**src/rtl/mdio_master_pkg.sv**
```systemverilog
package mdio_master_pkg;

  localparam int PRE_BITS   = 32;
  localparam int ADDR_BITS  = 5;
  localparam int DATA_BITS  = 16;
  localparam int HDR_BITS   = PRE_BITS + 4 + 2 * ADDR_BITS;
  localparam int WR_BITS    = HDR_BITS + 2 + DATA_BITS;
  localparam int FLUSH_BITS = 32;
  localparam int LEN_W      = $clog2(WR_BITS + 1);
  localparam int RCNT_W     = $clog2(FLUSH_BITS + 1);

  typedef enum logic [2:0] {
    SQ_IDLE, SQ_SEND, SQ_TA, SQ_RDATA, SQ_FLUSH, SQ_TAIL
  } seq_state_e;

  typedef enum logic [1:0] {
    TM_IDLE, TM_LOW, TM_HIGH
  } tm_state_e;

  // Complete driven bit sequence, first bit in the MSB; a read uses the top HDR_BITS
  function automatic logic [WR_BITS-1:0] build_frame(
    input logic                 rd,
    input logic [ADDR_BITS-1:0] phy,
    input logic [ADDR_BITS-1:0] rga,
    input logic [DATA_BITS-1:0] wd
  );
    logic [1:0] opc;
    opc = rd ? 2'b10 : 2'b01;
    return {{PRE_BITS{1'b1}}, 2'b01, opc, phy, rga, 2'b10, wd};
  endfunction

  function automatic logic [LEN_W-1:0] drive_len(input logic rd);
    return rd ? LEN_W'(HDR_BITS) : LEN_W'(WR_BITS);
  endfunction

  function automatic int unsigned high_len(input logic rx, input int unsigned half_c,
                                           input int unsigned rdhi_c);
    return rx ? rdhi_c : half_c;
  endfunction

endpackage

```
**src/rtl/mdio_in_sync.sv**
```systemverilog
module mdio_in_sync #(
  parameter int STAGES = 2
) (
  input  logic clk,
  input  logic rst_n,
  input  logic d,
  output logic q
);
  generate
    if (STAGES == 0) begin : g_bypass
      assign q = d;
    end else begin : g_chain
      logic [STAGES-1:0] chain;
      always_ff @(posedge clk or negedge rst_n) begin
        if (!rst_n) chain <= '1;
        else        chain <= {chain[STAGES-2+((STAGES==1)?1:0):0] , d} ;
      end
      assign q = chain[STAGES-1];
    end
  endgenerate
endmodule

```
**src/rtl/mdio_bit_timer.sv**
```systemverilog
module mdio_bit_timer
  import mdio_master_pkg::*;
#(
  parameter int HALF_CYC = 32,
  parameter int RDHI_CYC = 44
) (
  input  logic clk,
  input  logic rst_n,
  input  logic go,
  input  logic rx,
  output logic mdc,
  output logic bit_end
);
  localparam int MAXC = (HALF_CYC > RDHI_CYC) ? HALF_CYC : RDHI_CYC;
  localparam int CW   = $clog2(MAXC + 1);
  localparam logic [CW-1:0] HALF_LAST = CW'(HALF_CYC - 1);

  tm_state_e      st;
  logic [CW-1:0]  cnt;
  logic [CW-1:0]  hi_last;
  logic           mdc_q;

  always_comb begin
    hi_last = CW'(high_len(rx, HALF_CYC, RDHI_CYC) - 1);
    bit_end = (st == TM_HIGH) && (cnt == hi_last);
  end

  always_ff @(posedge clk or negedge rst_n) begin
    if (!rst_n) begin
      st    <= TM_IDLE;
      cnt   <= '0;
      mdc_q <= 1'b0;
    end else begin
      unique case (st)
        TM_IDLE: begin
          mdc_q <= 1'b0;
          if (go) begin
            st  <= TM_LOW;
            cnt <= '0;
          end
        end
        TM_LOW: begin
          if (cnt == HALF_LAST) begin
            st    <= TM_HIGH;
            cnt   <= '0;
            mdc_q <= 1'b1;
          end else begin
            cnt <= cnt + 1'b1;
          end
        end
        TM_HIGH: begin
          if (bit_end) begin
            mdc_q <= 1'b0;
            cnt   <= '0;
            st    <= go ? TM_LOW : TM_IDLE;
          end else begin
            cnt <= cnt + 1'b1;
          end
        end
        default: st <= TM_IDLE;
      endcase
    end
  end

  assign mdc = mdc_q;
endmodule

```
**src/rtl/mdio_frame_seq.sv**
```systemverilog
module mdio_frame_seq
  import mdio_master_pkg::*;
(
  input  logic                 clk,
  input  logic                 rst_n,
  input  logic                 req_valid,
  input  logic                 req_read,
  input  logic [ADDR_BITS-1:0] req_phy,
  input  logic [ADDR_BITS-1:0] req_reg,
  input  logic [DATA_BITS-1:0] req_wdata,
  input  logic                 bit_end,
  input  logic                 rx_bit,
  output logic                 go,
  output logic                 rx_mode,
  output logic                 accept,
  output logic                 ta_fail,
  output logic                 mdio_o,
  output logic                 mdio_oe,
  output logic                 busy,
  output logic                 done,
  output logic [DATA_BITS-1:0] rd_data,
  output logic                 rd_err
);
  seq_state_e           st;
  logic [WR_BITS-1:0]   shreg;
  logic [WR_BITS-1:0]   frame_new;
  logic [LEN_W-1:0]     left;
  logic [RCNT_W-1:0]    rcnt;
  logic                 op_rd;
  logic                 mdo_q, oe_q, done_q, err_q;
  logic [DATA_BITS-1:0] rdata_q;
  logic                 last_bit;

  always_comb begin
    frame_new = build_frame(req_read, req_phy, req_reg, req_wdata);
    accept    = (st == SQ_IDLE) && req_valid;
    last_bit  = bit_end && ((st == SQ_TAIL) ||
                            ((st == SQ_FLUSH) && (rcnt == RCNT_W'(1))));
    go        = accept || (bit_end && !last_bit);
    rx_mode   = (st == SQ_TA) || (st == SQ_RDATA) ||
                (st == SQ_FLUSH) || (st == SQ_TAIL);
    ta_fail   = bit_end && (st == SQ_TA) && rx_bit;
  end

  always_ff @(posedge clk or negedge rst_n) begin
    if (!rst_n) begin
      st      <= SQ_IDLE;
      shreg   <= '0;
      left    <= '0;
      rcnt    <= '0;
      op_rd   <= 1'b0;
      mdo_q   <= 1'b0;
      oe_q    <= 1'b0;
      done_q  <= 1'b0;
      err_q   <= 1'b0;
      rdata_q <= '0;
    end else begin
      done_q <= 1'b0;
      unique case (st)
        SQ_IDLE: begin
          if (accept) begin
            shreg   <= frame_new;
            left    <= drive_len(req_read);
            op_rd   <= req_read;
            mdo_q   <= frame_new[WR_BITS-1];
            oe_q    <= 1'b1;
            err_q   <= 1'b0;
            rdata_q <= '0;
            st      <= SQ_SEND;
          end
        end
        SQ_SEND: begin
          if (bit_end) begin
            if (left == LEN_W'(1)) begin
              oe_q  <= 1'b0;
              mdo_q <= 1'b0;
              st    <= op_rd ? SQ_TA : SQ_TAIL;
            end else begin
              left  <= left - 1'b1;
              shreg <= {shreg[WR_BITS-2:0], 1'b0};
              mdo_q <= shreg[WR_BITS-2];
            end
          end
        end
        SQ_TA: begin
          if (bit_end) begin
            if (rx_bit) begin
              err_q   <= 1'b1;
              rdata_q <= '1;
              rcnt    <= RCNT_W'(FLUSH_BITS);
              st      <= SQ_FLUSH;
            end else begin
              rcnt <= RCNT_W'(DATA_BITS);
              st   <= SQ_RDATA;
            end
          end
        end
        SQ_RDATA: begin
          if (bit_end) begin
            rdata_q <= {rdata_q[DATA_BITS-2:0], rx_bit};
            if (rcnt == RCNT_W'(1)) st <= SQ_TAIL;
            else                    rcnt <= rcnt - 1'b1;
          end
        end
        SQ_FLUSH: begin
          if (bit_end) begin
            if (rcnt == RCNT_W'(1)) begin
              st     <= SQ_IDLE;
              done_q <= 1'b1;
            end else begin
              rcnt <= rcnt - 1'b1;
            end
          end
        end
        SQ_TAIL: begin
          if (bit_end) begin
            st     <= SQ_IDLE;
            done_q <= 1'b1;
          end
        end
        default: st <= SQ_IDLE;
      endcase
    end
  end

  assign mdio_o  = mdo_q;
  assign mdio_oe = oe_q;
  assign busy    = (st != SQ_IDLE);
  assign done    = done_q;
  assign rd_data = rdata_q;
  assign rd_err  = err_q;
endmodule

```
**src/rtl/mdio_master.sv**
```systemverilog
module mdio_master
  import mdio_master_pkg::*;
#(
  parameter int HALF_CYC    = 32,
  parameter int RDHI_CYC    = 44,
  parameter int SYNC_STAGES = 2
) (
  input  logic        clk,
  input  logic        rst_n,
  input  logic        req_valid,
  input  logic        req_read,
  input  logic [4:0]  req_phy,
  input  logic [4:0]  req_reg,
  input  logic [15:0] req_wdata,
  output logic        busy,
  output logic        done,
  output logic [15:0] rd_data,
  output logic        rd_err,
  output logic        mdc,
  output logic        mdio_o,
  output logic        mdio_oe,
  input  logic        mdio_i
);
  // named internal events, observed by the bound checker
  logic bit_go;
  logic bit_rx;
  logic bit_end;
  logic rx_bit;
  logic frame_accept;
  logic ta_fail;

  mdio_in_sync #(.STAGES(SYNC_STAGES)) u_sync (
    .clk   (clk),
    .rst_n (rst_n),
    .d     (mdio_i),
    .q     (rx_bit)
  );

  mdio_bit_timer #(.HALF_CYC(HALF_CYC), .RDHI_CYC(RDHI_CYC)) u_timer (
    .clk     (clk),
    .rst_n   (rst_n),
    .go      (bit_go),
    .rx      (bit_rx),
    .mdc     (mdc),
    .bit_end (bit_end)
  );

  mdio_frame_seq u_seq (
    .clk       (clk),
    .rst_n     (rst_n),
    .req_valid (req_valid),
    .req_read  (req_read),
    .req_phy   (req_phy),
    .req_reg   (req_reg),
    .req_wdata (req_wdata),
    .bit_end   (bit_end),
    .rx_bit    (rx_bit),
    .go        (bit_go),
    .rx_mode   (bit_rx),
    .accept    (frame_accept),
    .ta_fail   (ta_fail),
    .mdio_o    (mdio_o),
    .mdio_oe   (mdio_oe),
    .busy      (busy),
    .done      (done),
    .rd_data   (rd_data),
    .rd_err    (rd_err)
  );
endmodule

```
**config.mk**
```make
export PLATFORM = sky130hd
export DESIGN_NAME = mdio_master
export DESIGN_NICKNAME = d
export VERILOG_FILES = /design/src/rtl/mdio_master_pkg.sv /design/src/rtl/mdio_in_sync.sv /design/src/rtl/mdio_bit_timer.sv /design/src/rtl/mdio_frame_seq.sv /design/src/rtl/mdio_master.sv
export SDC_FILE = /design/constraint.sdc
export NUM_CORES = 1
export LEC_CHECK = 0
export CORE_MARGIN = 2
export CORE_UTILIZATION = 35
export CTS_CLUSTER_SIZE = 14
export DETAILED_ROUTE_END_ITERATION = 8
export GPL_ROUTABILITY_DRIVEN = 0
export PLACE_DENSITY = 0.63
export SLEW_MARGIN = 30
export SYNTH_ARGS = -nofsm -noshare
export SYNTH_HDL_FRONTEND = slang
export SYNTH_SLANG_ARGS = --single-unit
```
**constraint.sdc**
```tcl
create_clock -name clk -period 6.5 [get_ports clk]
set_clock_uncertainty 0.05 [all_clocks]
set_input_delay 0.65 -clock clk [delete_from_list [all_inputs] [get_ports clk]]
set_output_delay 0.65 -clock clk [all_outputs]
set_load 0.05 [all_outputs]
```
==> Flow_metrics.wiki <==
{| class="wikitable"
! Metric !! Value
|-
| Total of cells resized after clock tree synthesis || 0
|-
| Crit Path Max Fanout || 84
|-
| Worst Setup Path Type || reg2reg
|-
| Post-synthesis net count || about 630
|-
| Cell with the most instances on the worst path || sky130_fd_sc_hd__buf_4
|-
| Slew margin rel. || between 40% and 50%
|-
| Leak Pwr || around 2.8 nW
|-
| Number of synthesized register bits || ~110
|-
| Upper clock frequency limit || between 300 and 400 MHz
|-
| Synthesized area || around 0.0053 sq mm
|-
| Vias in the first global route || a little over 4000
|-
| Top Usage Layer GRT || met2
|-
| Synth top area cells || sky130_fd_sc_hd__dfrtp_1 (51%), sky130_fd_sc_hd__nor2_1 (8.2%), sky130_fd_sc_hd__nand2_1 (5.5%), sky130_fd_sc_hd__nor3_1 (3.7%), sky130_fd_sc_hd__a31oi_1 (3.6%)
|-
| Areal power density over the cells || around 200 mW/mm^2
|-
| Count of hold buffers inserted by post-cts repair || 0
|-
| Maximum number of pins on one net before global-route repair || 85
|-
| Detailed-route DRC error count || 0
|-
| Boundary pin count || 53
|-
| MaxCap Viol Count || 0
|-
| Post-detailed-route via-to-cell ratio || around 5.1
|-
| P&R area growth vs syn || 17.4%
|-
| Die Y || ~130 um
|-
| Proportion of layout cells with a drive suffix above 1 || between 6 and 7%
|-
| Area of the core region || approximately 0.015 sq mm
|-
| Die width || ~130 um
|-
| Effective utilization at floorplan || roughly 35%
|-
| Critical path data required time || around 6.7 ns
|-
| Deepest level of the CTS H-tree || 3
|-
| Global-route congestion overflow total || 0
|-
| Clk root buf || sky130_fd_sc_hd__clkbuf_16
|-
| Total via count in the routed design || approximately 4100
|-
| Primary FF master, synth || sky130_fd_sc_hd__dfrtp_1
|-
| Clock transition at the register clock pins on the worst setup and hold paths after CTS || 0.07 ns
|-
| Area share of the leading cell type in the synthesized netlist || 51.2%
|-
| M2 GR Usage || around a quarter
|-
| Initial antenna violation count || 0
|-
| Clock Tree Buf Depth || 2
|-
| Final-report setup violation count || 0
|-
| Number of fill cells || between 1000 and 1500
|-
| TritonCTS clock tree || built
|-
| Register-to-register path setup slack || around 3.6 ns
|-
| Detailed-route wire length || between 10 and 15 mm
|-
| Transition at the pin with the smallest max-transition slack || 0.774 ns
|-
| Time the final worst path needs with I/O delays and setup || around 2.9 ns
|-
| Number of instances in the synthesized netlist || 590
|-
| R2R Path Start || u_seq.st[1]
|-
| Total Negative Setup Slacks || 0 ns
|-
| Number of enable-type register cells in the synthesized netlist || 0
|-
| Antenna Violating Nets Remaining || 0
|-
| Sequence of cells on the critical path || nor2_1 > and2_1 > buf_4 > nand4_4 > nand2_2 > buf_4 > o21ai_0 > o2bb2ai_1
|-
| Crit end category || flip-flop
|-
| Multi-input logic area || about 0.0023 sq mm
|-
| Share of the yosys chip area belonging to registers || between 50 and 60%
|-
| Detail Placement HPWL || 6.89 mm
|-
| Worst-skew pair later-pin latency || 0.36 ns
|-
| Reg-to-Reg End || u_seq.left[2]
|-
| Worst path arrival time || 3.04 ns
|-
| Family of cells with the greatest summed delay on the critical path || buffers and inverters
|-
| Global-route usage over all layers || around 14%
|-
| Final hold violation count || 0
|-
| Maximum VDD drop || 0.119 mV
|-
| First DRT Iteration DRCs || between 300 and 400
|-
| Worst hold path type || in2async
|-
| Pre-antenna DRT Iters || 5
|-
| Async set-or-reset flop fraction in the synthesized netlist || 100%
|-
| Worst setup SP type || flip-flop
|-
| Post-layout nets || between 600 and 700
|-
| Slowest cell delay on critical path || 0.59 ns
|-
| Die area || about 0.016 sq mm
|-
| Final critical-path share of the clock period || between 40 and 50%
|-
| Cell count of the worst reg-to-reg path || 8
|-
| Global-route wire length before repair || 18.6 mm
|-
| Clk sink count || 111
|-
| Slowest cell on the critical path || sky130_fd_sc_hd__buf_4
|-
| Total number of yosys warnings || 0
|-
| Footprint of the flip-flops and latches || around 0.0028 sq mm
|-
| Number of buffer cells added on primary ports || 52
|-
| Library cell with the largest summed area after synthesis || sky130_fd_sc_hd__dfrtp_1
|-
| Number of distinct library cell variants in the gate-level netlist after synthesis || 55
|-
| Average wire length per cell after detail routing || between 10 and 15 um
|-
| Met1 Track Usage GR || between 10% and 20%
|-
| Worst path bufs/invs || 2
|-
| Std-Cell Rows || 45
|-
| Count of inserted antenna diode cells || 0
|-
| Final Max Slew Viols || 0
|-
| Mean area per synthesized cell || between 9 and 10 sq um
|-
| Setup Fix Bufs, Post-CTS || 0
|-
| CTS Buf Count || 9
|-
| GR met3 Demand/Resource || about 3.5%
|-
| Hold slack final || between 0.15 and 0.2 ns
|-
| Result of the run || finished clean
|-
| Setup repair after global routing missed its margin || false
|}
-- final cells by class --
cell class | count | area share, %
flip-flops and latches | 111 | 44.5
multi-input cells | 416 | 36.7
repair buffers | 56 | 8.82
clock buffers | 11 | 4.04
well taps | 188 | 3.76
inverters | 26 | 1.56
clock inverters | 5 | 0.640
-- routing by layer --
| layer | vias to the layer above | routed length (um) |
|---|---|---|
| met2 | 86 | 5070 |
| met3 | 12 | 463 |
| li1 | 2058 | - |
| met5 | - | 0 |
| met1 | 1979 | 5060 |
| met4 | 0 | 182 |
-- where the power goes --
part / internal, mW / leakage, nW / switching [mW]
sequential: 0.692 / 1.35 / 0.00172
combinational: 0.0174 / 1.33 / 0.0175
clock: 0.283 / 0.134 / 0.253
total: 0.993 / 2.82 / 0.272
-- how the worst max path moves through the flow --
stage	start	to	slack [ns]	cells after the start
global placement	u_seq.st[0]	u_seq.left[2]	3.45	7
global route	u_seq.st[1]	u_seq.left[2]	3.33	8
finish	u_seq.st[1]	u_seq.left[2]	3.63	8
CTS	u_seq.st[1]	u_seq.left[2]	3.63	8
detailed placement	req_valid	u_seq.left[2]	3.54	7
floorplan	u_seq.st[0]	busy	4.27	4
-- registers in the layout (all words and copies together) (netlist names) --
name / cells
u_seq.shreg: 63
u_seq.left: 7
u_seq.rcnt: 6
u_seq.rd_data: 16
u_timer.cnt: 6
u_seq.st: 3
u_seq.mdio_oe: 1
u_seq.op_rd: 1
u_seq.done: 1
u_timer.mdc: 1
u_sync.g_chain.chain: 2
u_timer.st: 2
u_seq.rd_err: 1
u_seq.mdio_o: 1
-- cells by family (layout without fill, tap and decap cells) --
group	count (synthesis)	after routing	share of synthesized area, %
AO/OA/AOI/OAI	117	117	14.4
XOR/XNOR	4	4	0.798
adder cells (fa/ha/maj)	10	10	2.35
buffers and inverters	63	98	4.93
flip-flops	111	111	52.2
multiplexers	18	18	3.78
AND/OR/NAND/NOR	267	267	21.6
-- cells in the mapped netlist (all sizes together), types with 10 or more instances --
library cell  count
clkbuf           20
buf              17
nor2            117
nor3             39
a21oi            31
mux2             17
a31oi            31
dfrtp           109
ha               10
o21ai            17
inv              26
nand2            78
-- placed cells by master (no fill, tap or decap), types with 2 or more instances in the layout --
cell / instances
sky130_fd_sc_hd__nand3_1: 8
sky130_fd_sc_hd__a22o_1: 2
sky130_fd_sc_hd__clkinvlp_4: 3
sky130_fd_sc_hd__nor4_1: 2
sky130_fd_sc_hd__and3_1: 3
sky130_fd_sc_hd__o21bai_1: 2
sky130_fd_sc_hd__a211oi_1: 2
sky130_fd_sc_hd__o211ai_2: 3
sky130_fd_sc_hd__nand2_1: 76
sky130_fd_sc_hd__o22ai_1: 4
sky130_fd_sc_hd__a31oi_1: 31
sky130_fd_sc_hd__clkbuf_16: 9
sky130_fd_sc_hd__ha_1: 10
sky130_fd_sc_hd__nand2b_1: 8
sky130_fd_sc_hd__a21o_1: 2
sky130_fd_sc_hd__o22a_1: 3
sky130_fd_sc_hd__o31a_1: 2
sky130_fd_sc_hd__mux2_1: 9
sky130_fd_sc_hd__o21ai_0: 17
sky130_fd_sc_hd__mux2_2: 8
sky130_fd_sc_hd__clkbuf_8: 2
sky130_fd_sc_hd__a21oi_1: 30
sky130_fd_sc_hd__o21a_1: 3
sky130_fd_sc_hd__clkdlybuf4s50_1: 51
sky130_fd_sc_hd__and2_1: 3
sky130_fd_sc_hd__nor3_1: 39
sky130_fd_sc_hd__o32ai_1: 2
sky130_fd_sc_hd__buf_4: 4
sky130_fd_sc_hd__nor2b_1: 3
sky130_fd_sc_hd__xnor2_1: 3
sky130_fd_sc_hd__inv_1: 26
sky130_fd_sc_hd__o41ai_1: 3
sky130_fd_sc_hd__dfstp_2: 2
sky130_fd_sc_hd__nor2_1: 116
sky130_fd_sc_hd__dfrtp_1: 108
-- through the flow --
stage                     instance area (sq um)  std cells  utilization, %  setup WS [ns]  total power, mW
final                                      6260        813            41.6           3.63             1.26
after global routing                       6260        813            41.6           3.33             1.31
after CTS                                  6250        813            41.6           3.63             1.29
after detailed placement                   5960        797            39.6           3.54            0.743
after global placement                     5950        797            39.6           3.45            0.743
after floorplan                            5330        590               -           4.27            0.709
Power figures use the tool's default switching activity.
